[config.mk]
export PLATFORM = sky130hd
export DESIGN_NAME = fxp_round_mul_unit
export DESIGN_NICKNAME = d
export VERILOG_FILES = /design/src/rtl/fxp_round_pkg.sv /design/src/rtl/fxp_dbl_high_mul.sv /design/src/rtl/fxp_round_rshift.sv /design/src/rtl/fxp_sat_lshift.sv /design/src/rtl/fxp_round_mul_unit.sv
export SDC_FILE = /design/constraint.sdc
export NUM_CORES = 2
export LEC_CHECK = 0
export BUFFER_PORTS_ARGS = -buffer_cell sky130_fd_sc_hd__buf_2
export CAP_MARGIN = 20
export CELL_PAD_IN_SITES_DETAIL_PLACEMENT = 0
export CELL_PAD_IN_SITES_GLOBAL_PLACEMENT = 1
export CORE_MARGIN = 8
export CORE_UTILIZATION = 47
export DETAILED_ROUTE_END_ITERATION = 8
export PLACE_DENSITY_LB_ADDON = 0.15
export SKIP_CTS_REPAIR_TIMING = 1
export SLEW_MARGIN = 20
export SYNTH_ARGS = -nofsm -noshare
export SYNTH_HDL_FRONTEND = slang
export SYNTH_SLANG_ARGS = --single-unit
[constraint.sdc]
create_clock -name clk -period 1.5 [get_ports clk]
set_input_delay 0.3 -clock clk [delete_from_list [all_inputs] [get_ports clk]]
set_output_delay 0.3 -clock clk [all_outputs]
set_load 0.02 [all_outputs]
[src/rtl/fxp_round_pkg.sv]
package fxp_round_pkg;
  typedef enum logic [1:0] {
    OP_MUL   = 2'd0,
    OP_RSHR  = 2'd1,
    OP_SCALE = 2'd2,
    OP_RSVD  = 2'd3
  } fxp_op_e;
endpackage

[src/rtl/fxp_dbl_high_mul.sv]
module fxp_dbl_high_mul #(
  parameter int W = 32
) (
  input  logic signed [W-1:0] a,
  input  logic signed [W-1:0] b,
  output logic        [W-1:0] res
);
  localparam int PW = 2 * W;
  localparam logic signed [PW-1:0] NUDGE_POS = {{(PW-1){1'b0}}, 1'b1} << (W - 2);
  localparam logic signed [PW-1:0] NUDGE_NEG = {{(PW-1){1'b0}}, 1'b1} - NUDGE_POS;
  localparam logic signed [PW-1:0] TRUNC_BIAS = ({{(PW-1){1'b0}}, 1'b1} << (W - 1)) - 1;
  localparam logic [W-1:0] MINV = {1'b1, {(W-1){1'b0}}};
  localparam logic [W-1:0] MAXV = {1'b0, {(W-1){1'b1}}};

  logic signed [PW-1:0] prod;
  logic signed [PW-1:0] nudged;
  logic signed [PW-1:0] biased;
  logic                 both_min;
  logic                 unused_bits;

  always_comb begin
    prod   = PW'(a) * PW'(b);
    nudged = prod + (prod[PW-1] ? NUDGE_NEG : NUDGE_POS);
    // truncation toward zero: bias negative sums before the floor shift
    biased = nudged + (nudged[PW-1] ? TRUNC_BIAS : '0);
    both_min = (a == MINV) && (b == MINV);
    res = both_min ? MAXV : biased[PW-2:W-1];
  end

  assign unused_bits = ^{biased[PW-1], biased[W-2:0]};
endmodule

[src/rtl/fxp_round_rshift.sv]
module fxp_round_rshift #(
  parameter int W    = 32,
  parameter int SH_W = 6
) (
  input  logic signed [W-1:0]    x,
  input  logic        [SH_W-1:0] amt,
  output logic        [W-1:0]    res
);
  logic        [W:0]   mask;
  logic        [W:0]   thresh;
  logic        [W:0]   frac;
  logic signed [W-1:0] floor_q;
  logic                bump;

  always_comb begin
    mask    = ({{W{1'b0}}, 1'b1} << amt) - 1'b1;
    thresh  = (mask >> 1) + {{W{1'b0}}, x[W-1]};
    frac    = {x[W-1], x} & mask;
    floor_q = x >>> amt;
    bump    = frac > thresh;
    res     = floor_q + {{(W-1){1'b0}}, bump};
  end
endmodule

[src/rtl/fxp_sat_lshift.sv]
module fxp_sat_lshift #(
  parameter int W    = 32,
  parameter int LS_W = 5
) (
  input  logic signed [W-1:0]    x,
  input  logic        [LS_W-1:0] amt,
  output logic        [W-1:0]    res
);
  localparam logic [W-1:0] MINV = {1'b1, {(W-1){1'b0}}};
  localparam logic [W-1:0] MAXV = {1'b0, {(W-1){1'b1}}};

  logic signed [W:0] limit;
  logic signed [W:0] xe;
  logic              hi_ovf;
  logic              lo_ovf;

  always_comb begin
    limit  = ({{W{1'b0}}, 1'b1} << (W - 1 - int'(amt))) - 1'sb1;
    xe     = {x[W-1], x};
    hi_ovf = xe > limit;
    lo_ovf = xe < -limit;
    if (hi_ovf)      res = MAXV;
    else if (lo_ovf) res = MINV;
    else             res = x << amt;
  end
endmodule

[src/rtl/fxp_round_mul_unit.sv]
module fxp_round_mul_unit
  import fxp_round_pkg::*;
#(
  parameter int W     = 32,
  parameter int EXP_W = 6
) (
  input  logic             clk,
  input  logic             rst_n,
  input  logic             in_valid,
  output logic             in_ready,
  input  logic [1:0]       in_op,
  input  logic [W-1:0]     in_a,
  input  logic [W-1:0]     in_b,
  input  logic [EXP_W-1:0] in_exp,
  output logic             out_valid,
  input  logic             out_ready,
  output logic [W-1:0]     out_data
);
  localparam int SH_W = $clog2(W) + 1;
  localparam int LS_W = $clog2(W);

  fxp_op_e          op;
  logic             exp_neg;
  logic [EXP_W-1:0] exp_mag;
  logic [SH_W-1:0]  rs_amt;
  logic [W-1:0]     mul_res;
  logic [W-1:0]     rs_res;
  logic [W-1:0]     ls_res;
  logic [W-1:0]     sel_res;

  assign op      = fxp_op_e'(in_op);
  assign exp_neg = in_exp[EXP_W-1];
  assign exp_mag = exp_neg ? (~in_exp + 1'b1) : in_exp;

  // one right shifter serves both the plain shift and the negative scale
  always_comb begin
    rs_amt = '0;
    if (op == OP_RSHR && !exp_neg)      rs_amt = SH_W'(in_exp);
    else if (op == OP_SCALE && exp_neg) rs_amt = SH_W'(exp_mag);
  end

  fxp_dbl_high_mul #(.W(W)) u_mul (
    .a   (in_a),
    .b   (in_b),
    .res (mul_res)
  );

  fxp_round_rshift #(.W(W), .SH_W(SH_W)) u_rsh (
    .x   (in_a),
    .amt (rs_amt),
    .res (rs_res)
  );

  fxp_sat_lshift #(.W(W), .LS_W(LS_W)) u_lsh (
    .x   (in_a),
    .amt (in_exp[LS_W-1:0]),
    .res (ls_res)
  );

  always_comb begin
    unique case (op)
      OP_MUL:   sel_res = mul_res;
      OP_RSHR:  sel_res = rs_res;
      OP_SCALE: sel_res = exp_neg ? rs_res : ls_res;
      default:  sel_res = '0;
    endcase
  end

  assign in_ready = !out_valid || out_ready;

  always_ff @(posedge clk or negedge rst_n) begin
    if (!rst_n) begin
      out_valid <= 1'b0;
      out_data  <= '0;
    end else if (in_ready) begin
      out_valid <= in_valid;
      if (in_valid) out_data <= sel_res;
    end
  end
endmodule

==> impl_results.md <==
- Outcome: finished with violations
- Failing checks: negative setup slack
- Worst slew pin tran: around 0.70 ns
- Most common cell on crit path: inv_2
- Area share of fa/ha/maj cells after synthesis: between 40% and 50%
- CTS H-Tree Depth: 2
- Slew Limit Fails: 0
- Synth top area cells: fa_1 (41%), ha_1 (8.2%), inv_1 (7.8%)
- Final HPWL DP: 171000 um
- Longest Clk Path Bufs: 2
- Routed vias/inst: 5.58
- Crit path kind: in -> reg
- Synth Instances: 6395
- Routed WL: 199000 um
- EDFF count, synth: 0
- Post-synthesis cell area: 52800 um^2
- Nets: approximately 9000
- Sequential fraction of the synthesis area: 1.56%
- Avg WL per Cell: 21.8 um
- Top_reg_cell synth: dfrtp_1
- CTS tree: yes
- Yosys top cell by area: fa_1
- Startpoint types: input port
- Via count: approximately 50000
- Die width: 351 um
- Final Hold Vio Count: 0
- Avg Cell Area, Syn: 8.25 um^2
- Most frequent cells after synthesis: inv_1 (1093), fa_1 (1082), nand2_1 (887), and2_1 (439), ha_1 (346)
- Synth top area share: 41.0%
- Hold crit path type: in -> reg
- Synth Area in XOR/XNOR: 3.23%
- I/O pin total: 110
- DR pass1 iterations: 6
- Max Cap Violations: 0
- Most common cell in the netlist: inv_1
- Unrepaired setup endpoints after global routing: true
- Initial Utilization: 47.2%
- Share of cells above drive strength 1: 25.8%
- Yosys cell types: ~110
- Die area: 123000 um^2
- Compound-gate portion of the synthesized area: 12.9%
- Vias in the first global route: 52300
- Fillers: 10200
- Crit path max fanout: 10
- Placement Rows: between 100 and 150
- Routed Antenna Nets: 0
- GPL Wtd Cong: 1.00
- Register bit total from synthesis: 33
- CP peak stage delay: between 0.6 and 0.7 ns
- Largest net degree at the start of global routing: 45
- CP endpoint kind: flip-flop
- Critical path's slowest cell: fa_2
- Synth Area in Simple Gates: around 20%
- Root buf cell: clkbuf_16
- WP data required: 1.69 ns
- Synth Warn #: 0
- Syn_nets: 7899
- Min Clock Period, post-route: between 10 and 15 ns
- Post-route clock period utilization: 833%
- DRC: 0
- FMAX: 0.0800 GHz
- Die Y: approximately 350 um
- Initial antenna violation count: 7
- Worst-skew pair later-pin latency: 0.29 ns
- DR iter-0 viols: 4309
- Final worst slack: -11.00 ns
- First-pass GRT wire length: 308000 um
- Core area: between 100000 and 150000 um^2
- Clock skew: 0.00437 ns
- Post-synthesis mux area share: ~2.9%
- CP delay by family, top: adder cells
- Inserted Clock Buffers: 5
- Clk sinks: 33
- # port buffers: approximately 110
- Area delta synth->final: 28.0%
- Final setup violating endpoints: 32
- Grt total ovfl: 0
- Total track usage: 32.0%
- Headroom to the max-slew limit: 53.5%
- CP arrival: 12.68 ns
- Setup slack at placement: -11.93 ns
- Clk slew on worst S/H paths: 0.06 ns
- Asr flop ratio synth: 100%
- Crit path buf inv count: 13
- Largest family of logic cells by synthesized area: adder cells
[final timing paths]
path / start / endpoint / slack (ns) / cells past startpoint
setup / recovery: in_a[31] / out_data[24] / -11.00 / 58
hold / removal: in_valid / out_valid / 0.26 / 2
setup reg to reg: out_valid / out_data[16] / -0.21 / 7
hold reg to reg: out_data[16] / out_data[16] / 0.50 / 2
max in group asynchronous: rst_n / out_data[8] / 0.55 / 3
min in group asynchronous: rst_n / out_data[17] / 0.50 / 2
[worst reg2reg max path: stages, from the launching register on]
cell and delay [ns]:
dfrtp_1 0.39, nand2b_1 0.13, nand2_1 0.23, buf_4 0.25, nor3_1 0.30, o21ai_1 0.11
buf_4 0.16, nand3_1 0.07
[cell type report]
type,instances,area [um^2],area share (%)
multi-input cells,4874,47600,70.5
repair buffers,1608,12900,19.1
inverters,1096,4130,6.12
well taps,1500,1880,2.78
flip-flops and latches,33,826,1.22
clock buffers,5,125,0.185
clock inverters,3,46.3,0.0686
diodes,3,7.51,0.0111
[sequential cells by signal, indices dropped and copies added, names as in the netlist]
| register | flops |
|---|---|
| out_valid | 1 |
| out_data | 32 |
[metal layers]
metal,GRT usage [%],wire length [um],up-vias
met5,0,13,-
met4,7.87,6610,2
met3,4.69,16600,318
met2,49.6,88700,1983
met1,47.0,87300,25700
li1,-,-,22900
[through the flow]
stage	hold WS [ns]	instances	TNS, ns	instance area [um^2]	util (%)
after floorplan	0.00441	6395	-368.11	53100	-
after global placement	0.243	9042	-366.25	65100	58.2
after detailed placement	0.254	9042	-369.19	65100	58.2
after CTS	-0.0418	9050	-362.73	65300	58.4
after global routing	0.280	9121	-351.94	67500	60.4
final	0.262	9122	-339.34	67500	60.4
[cells by family (layout without fill, tap and decap cells)]
kind of cell | count (synthesis) | in the layout
buf+inv | 1488 | 2712
fa+ha+maj | 1430 | 1430
flops | 33 | 33
compound gates | 1029 | 1029
simple gates | 2109 | 2109
mux | 113 | 113
other cells | 0 | 3
xor+xnor | 193 | 193
[layout by cell type, fill, tap and decap left out, types with 17 or more instances in the layout]
cell type,Yosys,final
a211oi_1,63,57
a21o_1,79,79
a21oi_1,252,222
a21oi_2,2,28
a31oi_1,32,32
and2_1,439,433
and3_1,32,29
buf_12,0,41
buf_2,24,55
buf_4,1,1427
buf_6,3,61
dfrtp_1,33,33
fa_1,1082,1047
fa_2,0,35
ha_1,346,315
ha_4,0,28
inv_1,1093,1074
inv_2,2,17
mux2i_1,70,70
mux4_2,29,29
nand2_1,887,872
nand2b_1,37,36
nand3_1,91,87
nand4_1,68,68
nor2_1,275,264
nor2b_1,42,42
nor3_1,80,70
nor4_1,42,39
o211ai_1,66,66
o21a_1,35,35
o21ai_0,219,185
o21ai_1,8,28
o22ai_1,30,30
or2_2,21,19
or3_1,27,26
xnor2_1,129,122
xor2_1,63,58
Power is not shown: default switching activity piles up to over one toggle a cycle in this logic, so the estimate is an artifact.
